$ cat config.mk
export PLATFORM = sky130hd
export DESIGN_NAME = crc16_stream
export DESIGN_NICKNAME = d
export VERILOG_FILES = /design/src/rtl/crc16_pkg.sv /design/src/rtl/crc16_update.sv /design/src/rtl/crc16_emitter.sv /design/src/rtl/crc16_stream.sv
export SDC_FILE = /design/constraint.sdc
export NUM_CORES = 1
export LEC_CHECK = 0
export ABC_AREA = 1
export CORE_MARGIN = 2
export CORE_UTILIZATION = 63
export DETAILED_ROUTE_END_ITERATION = 8
export DONT_BUFFER_PORTS = 1
export GPL_TIMING_DRIVEN = 0
export PLACE_DENSITY = 0.79
export SYNTH_ARGS = -nofsm -noshare
export SYNTH_HDL_FRONTEND = slang
export SYNTH_SLANG_ARGS = --single-unit
$ cat constraint.sdc
create_clock -name clk -period 2.6 [get_ports clk]
set_clock_uncertainty 0.2 [all_clocks]
set_input_delay 0.13 -clock clk [delete_from_list [all_inputs] [get_ports clk]]
set_output_delay 0.13 -clock clk [all_outputs]
set_load 0.005 [all_outputs]
$ cat src/rtl/crc16_pkg.sv
package crc16_pkg;
  localparam int unsigned CRC_W  = 16;
  localparam int unsigned BYTE_W = 8;
  localparam logic [CRC_W-1:0] POLY_REFL = 16'hA001;
  localparam logic [CRC_W-1:0] RESIDUE   = 16'hB001;
  typedef logic [CRC_W-1:0]  crc_t;
  typedef logic [BYTE_W-1:0] byte_t;
endpackage

$ cat src/rtl/crc16_update.sv
// Unrolled byte update: one shift/feedback stage per data bit, LSB first.
module crc16_update #(
  parameter int unsigned         W    = 16,
  parameter int unsigned         DW   = 8,
  parameter logic [W-1:0]        POLY = 16'hA001
) (
  input  logic [W-1:0]  crc_i,
  input  logic [DW-1:0] data_i,
  output logic [W-1:0]  crc_o
);
  logic [DW:0][W-1:0] stage;

  assign stage[0] = crc_i;

  for (genvar i = 0; i < DW; i++) begin : g_bit
    logic fb;
    assign fb          = stage[i][0] ^ data_i[i];
    assign stage[i+1]  = (stage[i] >> 1) ^ (fb ? POLY : '0);
  end

  assign crc_o = stage[DW];
endmodule

$ cat src/rtl/crc16_emitter.sv
// Serializes a snapshot word into DW-bit lanes, lowest lane first.
module crc16_emitter #(
  parameter int unsigned W  = 16,
  parameter int unsigned DW = 8
) (
  input  logic          clk,
  input  logic          rst_n,
  input  logic          abort_i,
  input  logic          start_i,
  input  logic [W-1:0]  word_i,
  output logic          busy_o,
  output logic          valid_o,
  input  logic          ready_i,
  output logic [DW-1:0] data_o,
  output logic          last_o
);
  localparam int unsigned NB = W / DW;
  localparam int unsigned IW = (NB > 1) ? $clog2(NB) : 1;

  logic                   busy;
  logic [IW-1:0]          idx;
  logic [NB-1:0][DW-1:0]  lanes;
  logic                   last;

  assign last = (idx == IW'(NB - 1));

  always_ff @(posedge clk or negedge rst_n) begin
    if (!rst_n) begin
      busy  <= 1'b0;
      idx   <= '0;
      lanes <= '0;
    end else if (abort_i) begin
      busy <= 1'b0;
      idx  <= '0;
    end else if (start_i && !busy) begin
      busy  <= 1'b1;
      idx   <= '0;
      lanes <= word_i;
    end else if (busy && ready_i) begin
      if (last) begin
        busy <= 1'b0;
        idx  <= '0;
      end else begin
        idx <= idx + 1'b1;
      end
    end
  end

  assign busy_o  = busy;
  assign valid_o = busy;
  assign data_o  = lanes[idx];
  assign last_o  = busy && last;
endmodule

$ cat src/rtl/crc16_stream.sv
module crc16_stream
  import crc16_pkg::*;
#(
  parameter logic [CRC_W-1:0] CLR_VAL = '0
) (
  input  logic              clk,
  input  logic              rst_n,
  input  logic              clr,
  input  logic              seed_load,
  input  logic [CRC_W-1:0]  seed_val,
  input  logic              in_valid,
  output logic              in_ready,
  input  logic [BYTE_W-1:0] in_data,
  input  logic              emit_req,
  output logic              out_valid,
  input  logic              out_ready,
  output logic [BYTE_W-1:0] out_data,
  output logic              out_last,
  output logic [CRC_W-1:0]  crc_q,
  output logic              chk_ok
);
  crc_t crc_r;
  crc_t crc_upd;
  crc_t crc_after;
  logic busy;
  logic take;
  logic start;

  assign in_ready  = !busy && !clr && !seed_load;
  assign take      = in_valid && in_ready;
  assign crc_after = take ? crc_upd : crc_r;
  assign start     = emit_req && !busy && !clr && !seed_load;

  crc16_update #(.W(CRC_W), .DW(BYTE_W), .POLY(POLY_REFL)) u_upd (
    .crc_i  (crc_r),
    .data_i (in_data),
    .crc_o  (crc_upd)
  );

  crc16_emitter #(.W(CRC_W), .DW(BYTE_W)) u_emit (
    .clk     (clk),
    .rst_n   (rst_n),
    .abort_i (clr),
    .start_i (start),
    .word_i  (~crc_after),
    .busy_o  (busy),
    .valid_o (out_valid),
    .ready_i (out_ready),
    .data_o  (out_data),
    .last_o  (out_last)
  );

  always_ff @(posedge clk or negedge rst_n) begin
    if (!rst_n)         crc_r <= CLR_VAL;
    else if (clr)       crc_r <= CLR_VAL;
    else if (seed_load) crc_r <= seed_val;
    else if (take)      crc_r <= crc_upd;
  end

  assign crc_q  = crc_r;
  assign chk_ok = (crc_r == RESIDUE);
endmodule

======== Word-level counts from Yosys, hierarchy flattened ========
Cells that the tools add are included.
cells by class
  equality and inequality tests ........... 1
  reduce and logical (&&, ||, !) cells .... 16
  multiplexer cells ....................... 21
  $lt $le $gt $ge ......................... 1
  add/subtract/negate cells ............... 1
  bitwise gates (word level) .............. 18
operators with widths
  kind                                                                          number
  16-bit two-way mux                                                            11
  15-bit by 16-bit XOR with 16-bit output                                       8
  16-bit equality test, second input constant                                   1
  8-bit two-way mux                                                             2
  16-bit inverter                                                               1
  1-bit logical AND                                                             9
  1-bit two-way mux                                                             8
  1-bit XOR                                                                     8
  3-bit nonzero test                                                            2
  2-bit AND reduction                                                           2
  1-bit zero test                                                               3
  1-bit by 2-bit less-than comparator with 1-bit output, second input constant  1
  1-bit adder, second input constant                                            1
  1-bit inverter                                                                1
word-level totals
  logic and storage cells ................. 63
  flip-flop bits (word level) ............. 34
  output and inout bits ................... 28
  input port bits ......................... 31

======== Longest topological paths before layout ========
  word-level depth ........................ 27
  gate-level depth with buffers ........... 18
  mapped depth without buffers ............ 18

======== By module ========
A second synthesis with hierarchy kept.
second synthesis, totals
  cell total of the unflattened synthesis .. 342
  area total of the unflattened synthesis .. 2752.6 µm²
modules (own cells, without submodules)
  module         cells an instance  area each (µm²)  sequential area each (µm²)  times used
  crc16_stream   175                1243.7           400.4                       1
  crc16_emitter  91                 923.4            450.4                       1
  crc16_update   76                 585.6            0.0                         1

======== Worst setup path after synthesis ========
OpenSTA, ideal clock, no wires.
  path kind ............................... register to register
  from .................................... reg crc_r[0] (netlist: crc_q[0])
  to ...................................... reg u_emit.lanes[0] in the netlist's numbering
  arrival time ............................ 1.608 ns
  required time ........................... 2.274 ns
  clock period less this slack ............ 1.934 ns
  setup slack ............................. 0.666 ns
  setup time .............................. 0.126 ns
  path buffers ............................ 0
  cell stages (with the launch flop) ...... 17
  cell sequence ........................... dfrtp_1 -> inv_1 -> nand2_1 -> nand2_1 -> nand2_1 -> nand2_1 -> nand2_2 -> nand2_2 -> nand2_1 -> nand3_2 -> nand2_2 -> nand2_2 -> nand2_2 -> nand2_2 -> nand4_1 -> nand3_1 -> o21ai_2
between the ends
  word-level cells in the longest chain between the ends .. 26
ends and longest elaborated chain
  item                                     RTL line             text
  start, declared                          crc16_stream.sv:22   crc_t crc_r;
  start signal, assigned                   crc16_stream.sv:56   else if (seed_load) crc_r <= seed_val;
  start signal, assigned                   crc16_stream.sv:57   else if (take) crc_r <= crc_upd;
  1-bit XOR                                crc16_update.sv:17   assign fb = stage[i][0] ^ data_i[i];
  16-bit two-way mux                       crc16_update.sv:18   assign stage[i+1] = (stage[i] >> 1) ^ (fb ? POLY : '0);
  15-bit by 16-bit XOR with 16-bit output  crc16_update.sv:18
  1-bit XOR                                crc16_update.sv:17
  16-bit two-way mux                       crc16_update.sv:18
  15-bit by 16-bit XOR with 16-bit output  crc16_update.sv:18
  1-bit XOR                                crc16_update.sv:17
  16-bit two-way mux                       crc16_update.sv:18
  [... 10 more ...]                        n/a
  1-bit XOR                                crc16_update.sv:17
  16-bit two-way mux                       crc16_update.sv:18
  15-bit by 16-bit XOR with 16-bit output  crc16_update.sv:18
  1-bit XOR                                crc16_update.sv:17
  16-bit two-way mux                       crc16_update.sv:18
  15-bit by 16-bit XOR with 16-bit output  crc16_update.sv:18
  16-bit two-way mux (*)                   n/a
  16-bit inverter (*)                      crc16_stream.sv:45   .word_i (~crc_after),
  end signal, assigned                     crc16_emitter.sv:38  lanes <= word_i;
  end, declared                            crc16_emitter.sv:22  logic [NB-1:0][DW-1:0] lanes;
Mark *: on every way between the ends. The rest lies on a longest branch, timed or not.
A chain may end at the register's enable or synchronous reset.

======== Worst setup path in the final report ========
  from .................................... reg u_emit.busy (netlist: u_emit.busy_o)
  to ...................................... reg crc_r[5] (netlist: crc_q[5])
between the ends
  word-level cells in the longest chain between the ends .. 7
ends and longest elaborated chain
  item                             RTL line             text
  start, declared                  crc16_emitter.sv:20  logic busy;
  start signal, assigned           crc16_emitter.sv:29  busy <= 1'b0;
  start signal, assigned           crc16_emitter.sv:33  busy <= 1'b0;
  start signal, assigned           crc16_emitter.sv:36  busy <= 1'b1;
  1-bit zero test                  crc16_stream.sv:29   assign in_ready = !busy && !clr && !seed_load;
  1-bit logical AND (2 in a row)   crc16_stream.sv:29
  net in_ready                     crc16_stream.sv:12   output logic in_ready,
  1-bit logical AND                crc16_stream.sv:30   assign take = in_valid && in_ready;
  16-bit two-way mux (3 in a row)  n/a
The timed path passes the listed nets, and every way through them passes these cells.

==> results.md <==
- Status: completed
- Port buffer count: 0
- DRC errors left: 0
- Max-Cap Viols: 0
- Total Wirelength: 5670 um
- Top Ports: 59
- Initial antenna violation count: 0
- Largest area contributor in the netlist: dfrtp_1
- Synth-to-layout area growth: 24.1%
- Detail Route Antenna Nets: 0
- Main area contributors after synthesis: dfrtp_1 (43%), nand2_1 (14%), o21ai_0 (11%)
- Hold crit path type: input pin to flip-flop
- Combinational power share: 0.265
- CTS Buffer Depth: 2
- Post-synthesis sequential area ratio: 0.426
- Worst-path fanout max: 10
- Dpl hpwl: ~3700 um
- Setup Slack @ Placement: approximately 0.36 ns
- Drt pass-1 iters: 4
- Net Sw Frac: 0.328
- CP Launch Type: flip-flop
- Share of cells above drive strength 1: 0.106
- # setup viols final: 0
- GRT Util Overall: 0.340
- First-pass GRT wire length: slightly below 9000 um
- Worst Setup Path Type: flip-flop to flip-flop
- Wire per inst: ~16 um
- Yosys top cell area share: 0.426
- Root buffer cell: clkbuf_4
- Vias in the first global route: 1831
- Worst setup EP type: flip-flop
- Net switching power: between 400 and 500 uW
- Syn_nets: 303
- VDD IR-drop max: 0.371 mV
- Largest net degree at the start of global routing: 31
- Post-CTS Setup Repair Bufs: 0
- Syn avg cell area: between 7 and 8 um2
- Die area: about 0.0036 mm2
- Power Density: roughly 590 mW/mm2
- Filler Cell Count: 205
- CTS buffer count: 5
- Worst endpoint data arrival time: around 2.5 ns
- Seq pwr share: 0.454
- RSZ-0062 raised after global routing: no
- Ys Warns: 0
- Post-Syn Area: 0.00200 mm2
- Global placer's final weighted congestion: about 0.86
- Die Height: just over 60 um
- WP data required: roughly 2.7 ns
- Final Hold Vio Count: 0
- Pint: around 980 uW
- ANT cells: 0
- Post-route minimum period: approximately 2.4 ns
- Later-pin clock latency in the skew report: 0.35 ns
- Final period util: 0.917
- Setup WS post-layout: roughly 0.21 ns
- #FFs+latches synth: 34
- Die W: around 60 um
- CORE AREA: a little over 0.003 mm2
- Max Slew Vio Count: 0
- LEAKAGE: about 1.3 nW
- H-tree Lvls: 2
- Via count: 1948
- Worst-path clk slew: ~0.11 ns
- 1st-iter DRT viols: between 150 and 200
- Clock Sinks: 34
- Slew HR: 0.679
- GRT overflow: 0
- Rows: 20
- Clk pwr share: 0.282
- Initial Util: 0.660
- FMAX: 419 MHz
- Final Util: 0.819
- Via density: roughly 5.5
- Setup tns final: 0 ns
- Unique masters post-synth: 23
- CTS tree: done
- Cell count after synthesis: around 270
- Slew @ Worst Pin: about 0.48 ns
- Overall power: between 1 and 1.5 mW
- Final Net Count: roughly 340
==> cells in the final DEF, fill, tap and decap left out, types with 2 or more instances in the layout <==
| master | Yosys | routed |
|---|---|---|
| a21oi_1 | 9 | 9 |
| clkbuf_1 | 6 | 6 |
| nand2_2 | 9 | 9 |
| xor2_1 | 8 | 8 |
| buf_2 | 2 | 2 |
| nand4_1 | 2 | 2 |
| xnor2_1 | 4 | 4 |
| nand2_1 | 77 | 77 |
| o21ai_1 | 1 | 2 |
| nand3_2 | 7 | 7 |
| nand3_1 | 4 | 4 |
| dlygate4sd3_1 | 0 | 32 |
| clkbuf_4 | 0 | 5 |
| dfrtp_1 | 34 | 34 |
| inv_1 | 34 | 34 |
| o21ai_0 | 44 | 43 |
| o211ai_1 | 2 | 2 |
| nor2_1 | 19 | 19 |
| nor4_1 | 2 | 2 |
| o21ai_2 | 2 | 2 |
==> cell type report <==
type                    count  area (um2)  area share
plain buffers              10        51.3      0.0207
clock buffers               6        51.3      0.0207
clock inverters             1        30.0      0.0121
inverters                  35         131      0.0530
multi-input cells         193         971       0.391
flip-flops and latches     34         851       0.343
well taps                  44        55.1      0.0222
repair buffers             33         340       0.137
==> path summary, 6_finish.rpt <==
check / from / slack (ns) / depth (start not counted) / end
setup / recovery: u_emit.busy_o$_DFFE_PN0P_ / 0.21 / 7 / crc_q[5]$_DFF_PN0_
setup reg to reg: u_emit.busy_o$_DFFE_PN0P_ / 0.21 / 7 / crc_q[5]$_DFF_PN0_
max in group asynchronous: rst_n / 0.74 / 4 / crc_q[8]$_DFF_PN0_
min in group asynchronous: rst_n / 0.57 / 3 / crc_q[5]$_DFF_PN0_
hold reg to reg: u_emit.lanes[8]$_DFFE_PN0P_ / 0.30 / 2 / u_emit.lanes[8]$_DFFE_PN0P_
hold / removal: clr / 0.08 / 5 / u_emit.lanes[7]$_DFFE_PN0P_
==> state kept, by name, summed over array words and instances (netlist names) <==
signal,flops
crc_q,16
u_emit.lanes,16
u_emit.busy_o,1
u_emit.idx,1
==> stage by stage <==
step                      hold slack [ns]  cells  area (um2)
final                              0.0750    356        2480
after global routing               0.0777    356        2480
after CTS                          0.0755    356        2480
after global placement             -0.365    316        2050
after detailed placement           -0.365    316        2050
after floorplan                    -0.366    272        2000
==> logic make-up after synthesis <==
kind of cell | Yosys count | synth area share
AND/OR/NAND/NOR | 122 | 0.271
AO/OA/AOI/OAI | 58 | 0.151
buffers and inverters | 45 | 0.0914
flip-flops | 34 | 0.426
XOR/XNOR | 13 | 0.0607
==> worst max-delay path, cell delays in order, from the launching register on <==
cell	delay, ns
dfrtp_1	0.48
nor3_2	0.30
nand2_1	0.16
clkbuf_1	0.23
o21ai_1	0.24
o21ai_0	0.10
dlygate4sd3_1	0.57
inv_1	0.05
==> layer usage <==
metal / vias up / GRT usage / wire, um
li1: 936 / - / -
met1: 914 / 0.432 / 2310
met2: 88 / 0.570 / 2830
met3: 10 / 0.0938 / 439
met4: 0 / 0.102 / 93
met5: - / 0 / 0
==> power groups by stage <==
stage	combinational, mW	clock [mW]	sequential [mW]
after detailed placement	0.322	0	0.673
after global routing	0.435	0.440	0.674
after floorplan	0.264	0	0.657
final	0.388	0.413	0.665
after CTS	0.379	0.417	0.662
after global placement	0.312	0	0.671
==> synthesized netlist by cell type <==
cell type,count
nor2_1,19
xnor2_1,4
nand2_2,9
nand3_2,7
o21ai_0,44
inv_1,34
nand3_1,4
o211ai_1,2
xor2_2,1
buf_4,1
buf_6,1
o21ai_1,1
a21oi_1,9
clkbuf_1,6
nor4_1,2
dfrtp_1,34
inv_2,1
xor2_1,8
nand2_1,77
buf_2,2
o21ai_2,2
nand4_1,2
nor3_1,2
==> what timing repair did <==
| action | in CTS | in global routing |
|---|---|---|
| endpoints found under the setup margin | 0 | 1 |
| hold buffers | 33 | 0 |
| endpoints found under the hold margin | 54 | 0 |
| gates resized for setup | 0 | 2 |
(Power assumes the default switching activity.)
